===== src/rtl/cis_pkg.sv =====
package cis_pkg;

    localparam int         ENTRY_COUNT  = 6;
    localparam int         IDX_W        = $clog2(ENTRY_COUNT);
    localparam int         FRAME_BITS   = 27;
    localparam logic [7:0] DEV_WRITE_ID = 8'h42;

    typedef struct packed {
        logic [7:0] sub;
        logic [7:0] val;
    } reg_write_t;

    typedef enum logic [1:0] {
        TX_IDLE,
        TX_START,
        TX_BITS,
        TX_STOP
    } tx_state_e;

    typedef enum logic [2:0] {
        SQ_BOOT,
        SQ_LAUNCH,
        SQ_WAIT,
        SQ_GAP,
        SQ_FIN
    } seq_state_e;

endpackage


===== src/rtl/cis_tick_gen.sv =====
module cis_tick_gen #(
    parameter int QDIV = 4
) (
    input  logic clk_i,
    input  logic rst_ni,
    output logic tick_o
);
    localparam int CW = (QDIV > 1) ? $clog2(QDIV) : 1;

    typedef struct packed {
        logic [CW-1:0] cnt;
        logic          tick;
    } tick_st_t;

    tick_st_t s_d, s_q;

    always_comb begin
        s_d = s_q;
        if (s_q.cnt == CW'(QDIV - 1)) begin
            s_d.cnt  = '0;
            s_d.tick = 1'b1;
        end else begin
            s_d.cnt  = s_q.cnt + CW'(1);
            s_d.tick = 1'b0;
        end
    end

    always_ff @(posedge clk_i or negedge rst_ni) begin
        if (!rst_ni) s_q <= '0;
        else         s_q <= s_d;
    end

    assign tick_o = s_q.tick;

    // consecutive ticks are never adjacent when a quarter phase spans several clocks
    a_r7_tick_spacing: assert property (@(posedge clk_i) disable iff (!rst_ni)
        (QDIV > 1 && tick_o) |=> !tick_o);

endmodule


===== src/rtl/cis_rom.sv =====
module cis_rom
    import cis_pkg::*;
(
    input  logic [IDX_W-1:0] idx_i,
    output reg_write_t       entry_o
);
    always_comb begin
        case (idx_i)
            IDX_W'(0): entry_o = '{sub: 8'h12, val: 8'h80}; // soft reset
            IDX_W'(1): entry_o = '{sub: 8'h11, val: 8'h80}; // throwaway write
            IDX_W'(2): entry_o = '{sub: 8'h12, val: 8'h04}; // output format
            IDX_W'(3): entry_o = '{sub: 8'h40, val: 8'hD0}; // 16-bit colour range
            IDX_W'(4): entry_o = '{sub: 8'h8C, val: 8'h00}; // alternate colour mode off
            IDX_W'(5): entry_o = '{sub: 8'h3A, val: 8'h04}; // line buffer order
            default:   entry_o = '{sub: 8'h00, val: 8'h00};
        endcase
    end
endmodule


===== src/rtl/cis_wire_tx.sv =====
module cis_wire_tx
    import cis_pkg::*;
(
    input  logic       clk_i,
    input  logic       rst_ni,
    input  logic       tick_i,
    input  logic       go_i,
    input  logic [7:0] dev_i,
    input  logic [7:0] sub_i,
    input  logic [7:0] val_i,
    output logic       sioc_o,
    output logic       siod_oe_o,
    output logic       done_o
);
    typedef struct packed {
        tx_state_e              st;
        logic [1:0]             ph;
        logic [4:0]             bitn;
        logic [FRAME_BITS-1:0]  sh;
        logic                   done;
    } tx_st_t;

    tx_st_t s_d, s_q;

    always_comb begin
        s_d      = s_q;
        s_d.done = 1'b0;
        case (s_q.st)
            TX_IDLE: begin
                if (go_i) begin
                    s_d.st   = TX_START;
                    s_d.ph   = 2'd0;
                    s_d.bitn = 5'd0;
                    s_d.sh   = {dev_i, 1'b1, sub_i, 1'b1, val_i, 1'b1};
                end
            end
            TX_START: begin
                if (tick_i) begin
                    if (s_q.ph == 2'd3) begin
                        s_d.st = TX_BITS;
                        s_d.ph = 2'd0;
                    end else begin
                        s_d.ph = s_q.ph + 2'd1;
                    end
                end
            end
            TX_BITS: begin
                if (tick_i) begin
                    if (s_q.ph == 2'd3) begin
                        s_d.ph = 2'd0;
                        s_d.sh = {s_q.sh[FRAME_BITS-2:0], 1'b1};
                        if (s_q.bitn == 5'(FRAME_BITS - 1)) s_d.st = TX_STOP;
                        else                                s_d.bitn = s_q.bitn + 5'd1;
                    end else begin
                        s_d.ph = s_q.ph + 2'd1;
                    end
                end
            end
            TX_STOP: begin
                if (tick_i) begin
                    if (s_q.ph == 2'd3) begin
                        s_d.st   = TX_IDLE;
                        s_d.ph   = 2'd0;
                        s_d.done = 1'b1;
                    end else begin
                        s_d.ph = s_q.ph + 2'd1;
                    end
                end
            end
            default: s_d.st = TX_IDLE;
        endcase
    end

    always_ff @(posedge clk_i or negedge rst_ni) begin
        if (!rst_ni) begin
            s_q    <= '0;
            s_q.st <= TX_IDLE;
        end else begin
            s_q <= s_d;
        end
    end

    // Phase decode: bit slots are low / high / high / low; data moves in phase 0.
    always_comb begin
        case (s_q.st)
            TX_START: begin
                sioc_o    = (s_q.ph != 2'd3);
                siod_oe_o = (s_q.ph != 2'd0);
            end
            TX_BITS: begin
                sioc_o    = (s_q.ph == 2'd1) || (s_q.ph == 2'd2);
                siod_oe_o = ~s_q.sh[FRAME_BITS-1];
            end
            TX_STOP: begin
                sioc_o    = (s_q.ph != 2'd0);
                siod_oe_o = (s_q.ph < 2'd2);
            end
            default: begin
                sioc_o    = 1'b1;
                siod_oe_o = 1'b0;
            end
        endcase
    end

    assign done_o = s_q.done;

    // a data-line edge under a steady high clock only happens in start or stop
    a_r4_data_moves_low: assert property (@(posedge clk_i) disable iff (!rst_ni)
        (sioc_o && $stable(sioc_o) && !$stable(siod_oe_o)) |->
            (s_q.st == TX_START || s_q.st == TX_STOP));

    // acknowledge slots leave the line released
    a_r6_ack_released: assert property (@(posedge clk_i) disable iff (!rst_ni)
        (s_q.st == TX_BITS && (s_q.bitn == 5'd8 || s_q.bitn == 5'd17 || s_q.bitn == 5'd26))
            |-> !siod_oe_o);

    // the bit counter never runs past the last slot of a frame
    a_r3_slot_bound: assert property (@(posedge clk_i) disable iff (!rst_ni)
        (s_q.st == TX_BITS) |-> (s_q.bitn < 5'(FRAME_BITS)));

    // a frame opens with the line falling while the clock is high
    a_r2_start_shape: assert property (@(posedge clk_i) disable iff (!rst_ni)
        $rose(siod_oe_o) && s_q.st == TX_START |-> sioc_o);

endmodule


===== src/rtl/cam_init_seq.sv =====
module cam_init_seq
    import cis_pkg::*;
#(
    parameter int CLK_HZ = 100_000_000,
    parameter int BUS_HZ = 100_000,
    parameter int GAP_US = 1000
) (
    input  logic clk_i,
    input  logic rst_ni,
    output logic sioc_o,
    output logic siod_oe_o,
    output logic busy_o,
    output logic done_o
);
    localparam int QDIV_RAW = CLK_HZ / (4 * BUS_HZ);
    localparam int QDIV     = (QDIV_RAW > 0) ? QDIV_RAW : 1;
    localparam int GAP_RAW  = (CLK_HZ / 1000) * GAP_US / 1000;
    localparam int GAP_CYC  = (GAP_RAW > 1) ? GAP_RAW : 1;
    localparam int GW       = $clog2(GAP_CYC + 1);

    typedef struct packed {
        seq_state_e        st;
        logic [IDX_W-1:0]  idx;
        logic [GW-1:0]     gap;
    } seq_st_t;

    seq_st_t    s_d, s_q;
    logic       tick;
    logic       go;
    logic       tx_done;
    reg_write_t entry;

    cis_tick_gen #(.QDIV(QDIV)) u_tick (
        .clk_i  (clk_i),
        .rst_ni (rst_ni),
        .tick_o (tick)
    );

    cis_rom u_rom (
        .idx_i   (s_q.idx),
        .entry_o (entry)
    );

    cis_wire_tx u_tx (
        .clk_i     (clk_i),
        .rst_ni    (rst_ni),
        .tick_i    (tick),
        .go_i      (go),
        .dev_i     (DEV_WRITE_ID),
        .sub_i     (entry.sub),
        .val_i     (entry.val),
        .sioc_o    (sioc_o),
        .siod_oe_o (siod_oe_o),
        .done_o    (tx_done)
    );

    always_comb begin
        s_d = s_q;
        case (s_q.st)
            SQ_BOOT:   s_d.st = SQ_LAUNCH;
            SQ_LAUNCH: s_d.st = SQ_WAIT;
            SQ_WAIT: begin
                if (tx_done) begin
                    if (s_q.idx == IDX_W'(ENTRY_COUNT - 1)) begin
                        s_d.st = SQ_FIN;
                    end else begin
                        s_d.idx = s_q.idx + IDX_W'(1);
                        if (s_q.idx == '0) begin
                            s_d.st  = SQ_GAP;
                            s_d.gap = GW'(GAP_CYC - 1);
                        end else begin
                            s_d.st = SQ_LAUNCH;
                        end
                    end
                end
            end
            SQ_GAP: begin
                if (s_q.gap == '0) s_d.st  = SQ_LAUNCH;
                else               s_d.gap = s_q.gap - GW'(1);
            end
            SQ_FIN:  s_d.st = SQ_FIN;
            default: s_d.st = SQ_BOOT;
        endcase
    end

    always_ff @(posedge clk_i or negedge rst_ni) begin
        if (!rst_ni) begin
            s_q    <= '0;
            s_q.st <= SQ_BOOT;
        end else begin
            s_q <= s_d;
        end
    end

    assign go     = (s_q.st == SQ_LAUNCH);
    assign busy_o = (s_q.st == SQ_LAUNCH) || (s_q.st == SQ_WAIT) || (s_q.st == SQ_GAP);
    assign done_o = (s_q.st == SQ_FIN);

    // done is sticky
    a_r10_done_sticky: assert property (@(posedge clk_i) disable iff (!rst_ni)
        done_o |=> done_o);

    // busy and done exclude each other
    a_r10_flags_exclusive: assert property (@(posedge clk_i) disable iff (!rst_ni)
        !(busy_o && done_o));

    // the bus is idle once the list is finished
    a_r11_bus_quiet: assert property (@(posedge clk_i) disable iff (!rst_ni)
        done_o |-> (sioc_o && !siod_oe_o));

    // the long gap only follows the soft-reset write
    a_r9_gap_position: assert property (@(posedge clk_i) disable iff (!rst_ni)
        (s_q.st == SQ_GAP) |-> (s_q.idx == IDX_W'(1)));

    // a launch never reads past the end of the list
    a_r8_index_range: assert property (@(posedge clk_i) disable iff (!rst_ni)
        go |-> (s_q.idx < IDX_W'(ENTRY_COUNT)));

endmodule


===== config.mk =====
export PLATFORM = sky130hd
export DESIGN_NAME = cam_init_seq
export DESIGN_NICKNAME = d
export VERILOG_FILES = /design/src/rtl/cis_pkg.sv /design/src/rtl/cis_tick_gen.sv /design/src/rtl/cis_rom.sv /design/src/rtl/cis_wire_tx.sv /design/src/rtl/cam_init_seq.sv
export SDC_FILE = /design/constraint.sdc
export NUM_CORES = 1
export LEC_CHECK = 0
export BUFFER_PORTS_ARGS = -buffer_cell sky130_fd_sc_hd__buf_2
export CAP_MARGIN = 0
export CELL_PAD_IN_SITES_DETAIL_PLACEMENT = 1
export CELL_PAD_IN_SITES_GLOBAL_PLACEMENT = 2
export CORE_MARGIN = 4
export CORE_UTILIZATION = 37
export CTS_BUF_LIST = sky130_fd_sc_hd__clkbuf_4 sky130_fd_sc_hd__clkbuf_8 sky130_fd_sc_hd__clkbuf_16
export DETAILED_ROUTE_END_ITERATION = 12
export GPL_TIMING_DRIVEN = 0
export PLACE_DENSITY = 0.8
export SETUP_SLACK_MARGIN = 0.02
export SKIP_CTS_REPAIR_TIMING = 1
export SLEW_MARGIN = 15
export SYNTH_ARGS = -nofsm -noshare
export SYNTH_HDL_FRONTEND = slang
export SYNTH_SLANG_ARGS = --single-unit

===== constraint.sdc =====
create_clock -name clk_i -period 2.35 [get_ports clk_i]
set_input_delay 0.1175 -clock clk_i [delete_from_list [all_inputs] [get_ports clk_i]]
set_output_delay 0.1175 -clock clk_i [all_outputs]
set_load 0.05 [all_outputs]

Word-level counts from Yosys, hierarchy flattened
Index checks and enable logic that the tools add are counted.
{ "totals": {"register_bits": 69, "inputBits": 2, "elab_cells": 96} }
{ "classes": {"add_sub_neg": 5, "n_lt_le_gt_ge": 1, "eq_ne": 32, "mux": 29, "bitwise_logic": 2, "n_reduce_logical": 17} }
{ "op_table": {"columns": ["cell", "n"], "rows": [
  ["$pmux 16 s6", 1],
  ["$mux 36", 2],
  ["$pmux 32 s2", 1],
  ["$mux 17", 2],
  ["$pmux 17 s2", 1],
  ["$mux 32", 1],
  ["$mux 23", 1],
  ["$mux 20", 1],
  ["$ne 2x2->1 const B", 10],
  ["$logic_not 17->1", 1],
  ["$sub 17x1->17 const B", 1],
  ["$pmux 4 s4", 1],
  ["$pmux 3 s5", 1],
  ["$eq 3x2->1 const B", 4],
  ["$mux 2", 6],
  ["$ne 2x1->1 const B", 5],
  ["$reduce_and 5->1", 2],
  ["$eq 3x3->1 const B", 3],
  ["$mux 9", 1],
  ["$add 8x1->8 const B", 1],
  ["$eq 2x2->1 const B", 4],
  ["$eq 8x8->1 const B", 1],
  ["$mux 4", 2],
  ["$reduce_and 4->1", 2],
  ["19 further kinds", 31]
]} }

Longest topological paths before layout
{ "logic_depth": {"ltp_word": 5, "mapped_depth": 8, "depth_no_buf": 6} }

By module
From an unflattened synthesis, not the netlist that was laid out.
{ "unflattened": {"cells_unflattened": 401, "area_unflattened_um2": 3872.5} }
{ "by_module_without_submodules": {"columns": ["mod", "n_inst", "cells_per_inst", "area_per_inst_um2", "seq_area_each_um2"], "rows": [
  ["cis_wire_tx", 1, 192, 1934.4, 925.9],
  ["cam_init_seq", 1, 148, 1390.1, 575.6],
  ["cis_tick_gen", 1, 42, 419.2, 225.2],
  ["cis_rom", 1, 19, 128.9, 0.0]
]} }

Worst setup path before layout
Ideal clock, no wire load.
{ "synth_timing": {"path_type": "register to register", "startpoint": "register s_q[0] in the netlist's numbering", "endpoint": "register s_q[12] in the netlist's numbering", "setup_ns": 0.083, "arrival_ns": 2.209, "t_required_ns": 2.267, "path_slack_ns": 0.059, "path_stages_with_launch": 8, "path_buffers": 1, "period_less_slack_ns": 2.291, "path_cell_list": "dfrtp_1 > inv_1 > ha_1 > or4b_4 > or4_1 > buf_2 > or4_1 > o21ai_0"} }
{ "synth_via": {"elab_chain_cells": 3} }
{ "synth_rtl": {"columns": ["element", "line_no", "text"], "rows": [
  ["start, declared", "cam_init_seq.sv:27", "seq_st_t s_d, s_q;"],
  ["$sub 17x1->17 or $logic_not 17->1 (tied branches)", "cam_init_seq.sv:79, cam_init_seq.sv:78", null],
  ["$mux 17 or $ne 2x2->1 (tied branches)", null, null],
  ["$pmux 17 s2 or $reduce_and 5->1 (tied branches)", null, null]
]} }
Parallel ways exist; a longest one is shown, timed or not. The select of a mux whose other input is x is not followed.
A chain may end at the register's enable or synchronous reset.

Worst setup path after layout
{ "layout_timing": {"startpoint": "register s_q[0] in the netlist's numbering", "endpoint": "register s_q[14] in the netlist's numbering"} }
Same word-level chain as after synthesis.

==> summary.md <==
| Metric | Value |
|---|---|
| Outcome | `finished clean` |
| Number of DRC markers in iteration 0 | `125` |
| Slew margin rel. | `58.7%` |
| Register Area | `0.00173 mm²` |
| Total die area | `0.0111 mm²` |
| Worst-Margin Slew | `615 ps` |
| Final Util | `between 40 and 50%` |
| Fillers | `1052` |
| Switching part of the total | `20.2%` |
| Dominant cell type by area after synthesis | `dfrtp_1` |
| Part of the power in registers | `48.3%` |
| GRT Total Usage | `15.6%` |
| Final HPWL DP | `between 5000 and 6000 µm` |
| Num CTS Buffers | `9` |
| CP Class | `reg2reg` |
| Initial antenna violation count | `0` |
| FFs w/ async S/R, synth | `100%` |
| Synth Cell Area | `roughly 0.0035 mm²` |
| CP max stage delay | `490 ps` |
| Synthesis Warnings | `0` |
| Post-synth cell types | `54` |
| Top cells by area, synth | `dfrtp_1 49%, ha_1 6.0%, o21ai_0 4.3%, a21oi_1 3.6%, nor2_1 3.3%` |
| Commonest non-fill, non-tap cells in the layout | `68 x dfrtp_1, 31 x nor2_1, 28 x nand2_1, 28 x o21ai_0, 24 x a21oi_1` |
| Worst vdd ir | `between 0.0003 and 0.0004 V` |
| GR Overflow Total | `0` |
| GR peak layer | `met2` |
| Worst hold path class | `in2async` |
| Site Rows | `35` |
| IO Pins | `6` |
| Fin cells | `515` |
| CTS tree | `done` |
| Root buf cell | `clkbuf_8` |
| Met1 usage | `roughly a fifth` |
| RSZ-0062 raised after global routing | `true` |
| Max Freq | `approximately 430 MHz` |
| Fin crit period | `~2300 ps` |
| Pint | `0.00196 W` |
| Clock power share | `50.4%` |
| DRC | `0` |
| Number of global-route vias before repair | `2889` |
| Routed WL | `just over 8000 µm` |
| Final hold viol count | `0` |
| Final setup viols | `0` |
| Most common cell after layout, fill and taps aside | `dfrtp_1` |
| Comb pwr share | `1.3%` |
| Max-Cap Viols | `0` |
| Switching power | `0.000497 W` |
| Final ANT Viol Nets | `0` |
| Drt first pass iters | `4` |
| Post-detailed-route via-to-cell ratio | `5.33` |
| Initial Util | `a little under two fifths` |
| Final worst clock skew | `roughly 16 ps` |
| Worst hold margin | `174 ps` |
| TritonCTS Sinks | `69` |
| Syn_nets | `between 300 and 400` |
| Maximum root-to-sink buffer count | `2` |
| N_diodes | `0` |
| Cell mode on critical path | `or4_4` |
| Critical Path Fanout Max | `7` |
| Post-synthesis cell count | `356` |
| Crit start category | `register` |
| Final slew viol count | `0` |
| Fin nets | `400` |
| Slowest-stage cell, CP | `or4b_4` |
| Vias | `roughly 2700` |
| Synth Register Bits | `69` |
| Met3 global-route usage | `4.04%` |
| Total power | `0.00246 W` |
| Largest net degree at the start of global routing | `55` |
| Die height | `about 110 µm` |
| Pre-CTS WS | `-183 ps` |
| IO buf count | `5` |
| Clk slew on worst S/H paths | `80 ps` |
| First-pass GRT wire length | `14200 µm` |
| Top FF cell, synth | `dfrtp_1` |
| Die width | `105 µm` |
| Dpl cells | `491` |
| Power density over cell area | `a little under 600 mW/mm²` |
| CTS HTree Levels | `3` |
| Arrival time at the worst endpoint | `~2600 ps` |
| Number of synthesized flops with an enable pin | `0` |
| Post-route worst setup slack | `1.55 ps` |
| Crit end category | `register` |
| Pleak | `1.88 nW` |
| Clk Latency, worst-skew pair | `350 ps` |
| Multi-input gate area | `around 0.0017 mm²` |
| Top cell type's share of synthesized area | `~49%` |
| Routed length per instance | `roughly 16 µm` |
| Synth-to-layout area growth | `17.1%` |
| Core area | `0.00924 mm²` |
| Share of cells above drive strength 1 | `15.0%` |
| CP cell instances | `inv_2, ha_4, or4b_4, or4_4, buf_6, or4_4, a21oi_2` |
| Register area share after synthesis | `about 50%` |
| Synthesized area per cell | `9.88 µm²` |
| Data required, critical path | `2620 ps` |
| Period utilization | `99.9%` |
| M2 GR Usage | `between 20% and 30%` |
| Gpl congestion | `approximately 0.74` |
==> layout make-up <==
type                            count  share of cell area [%]
Multi-Input combinational cell    259                    41.9
Tap cell                          129                    3.92
Inverter                           15                    1.37
Timing Repair Buffer               15                    3.04
Buffer                             12                    1.49
Sequential cell                    69                    42.0
Clock buffer                       11                    3.68
Clock inverter                      5                    2.58
==> flip-flops by register name, summed over array words and instances, names as in the netlist <==
register,flops
s_q,23
u_tick.s_q,8
u_tick.tick_o,1
u_tx.done_o,1
u_tx.s_q,36
==> cells by family after synthesis <==
family,count (synthesis),share of synthesized area (%)
and+or+nand+nor,131,20.1
buffers and inverters,28,3.02
xor gates and xnor gates,5,1.25
AOI/OAI and AO/OA,94,16.9
muxes,12,3.49
DFF,69,49.1
adders and majority gates,17,6.05
==> routing by layer <==
layer,part of all wire [%],vias to the layer above,wire [µm]
li1,-,1335,-
met1,48,1377,3980
met2,49,25,4010
met3,2.3,6,193
met4,0.79,0,65
met5,0,-,0
==> cells in the mapped netlist, types with 2 or more instances <==
library cell	instances
and4_1	2
nand3_1	10
or4_1	9
nor2b_1	2
a22o_1	13
mux2i_1	10
clkbuf_1	11
nand2b_1	10
a21oi_1	25
o21ai_0	30
and3_1	3
o21bai_1	2
nor4_1	5
o2111ai_1	2
o31ai_1	6
ha_1	17
inv_1	15
xnor2_1	2
o211ai_1	3
nand2_1	28
and2_1	2
nor4b_1	2
o22a_1	4
xor2_1	3
nor3_1	9
nand4_1	2
mux2_2	2
nor2_1	31
or3_1	3
dfrtp_1	69
==> worst paths after layout <==
check	startpoint	end	slack, ps	cells after the start
setup / recovery	s_q[0]	s_q[14]	2	7
hold / removal	rst_ni	u_tick.s_q[7]	170	2
setup reg to reg	s_q[0]	s_q[14]	2	7
hold reg to reg	u_tx.s_q[1]	u_tx.s_q[1]	480	1
max in group asynchronous	rst_ni	s_q[18]	1630	3
min in group clk_i	u_tx.s_q[1]	u_tx.s_q[1]	480	1
==> through the flow <==
step                      area [µm²]  TNS, ps
after floorplan                 3520        0
after global placement          3700     -252
after detailed placement        3730     -323
after CTS                       3990     -659
after global routing            4120    -87.1
final                           4120        0
==> critical path: cells and delay by family, from the launching register on <==
kind	cells	cell delay, ps
and+or+nand+nor	3	1330
DFF	1	430
buffers and inverters	2	220
adders and majority gates	1	160
AOI/OAI and AO/OA	1	140
==> power groups by stage <==
stage	Combinational [W]	Clock, W	Sequential [W]
after floorplan	0.000000000753	0	0.00121
after global placement	0.0000254	0	0.00121
after detailed placement	0.0000321	0	0.00121
after CTS	0.0000323	0.00127	0.00119
after global routing	0.0000366	0.00133	0.00119
final	0.0000307	0.00124	0.00119
(Power assumes the default switching activity.)
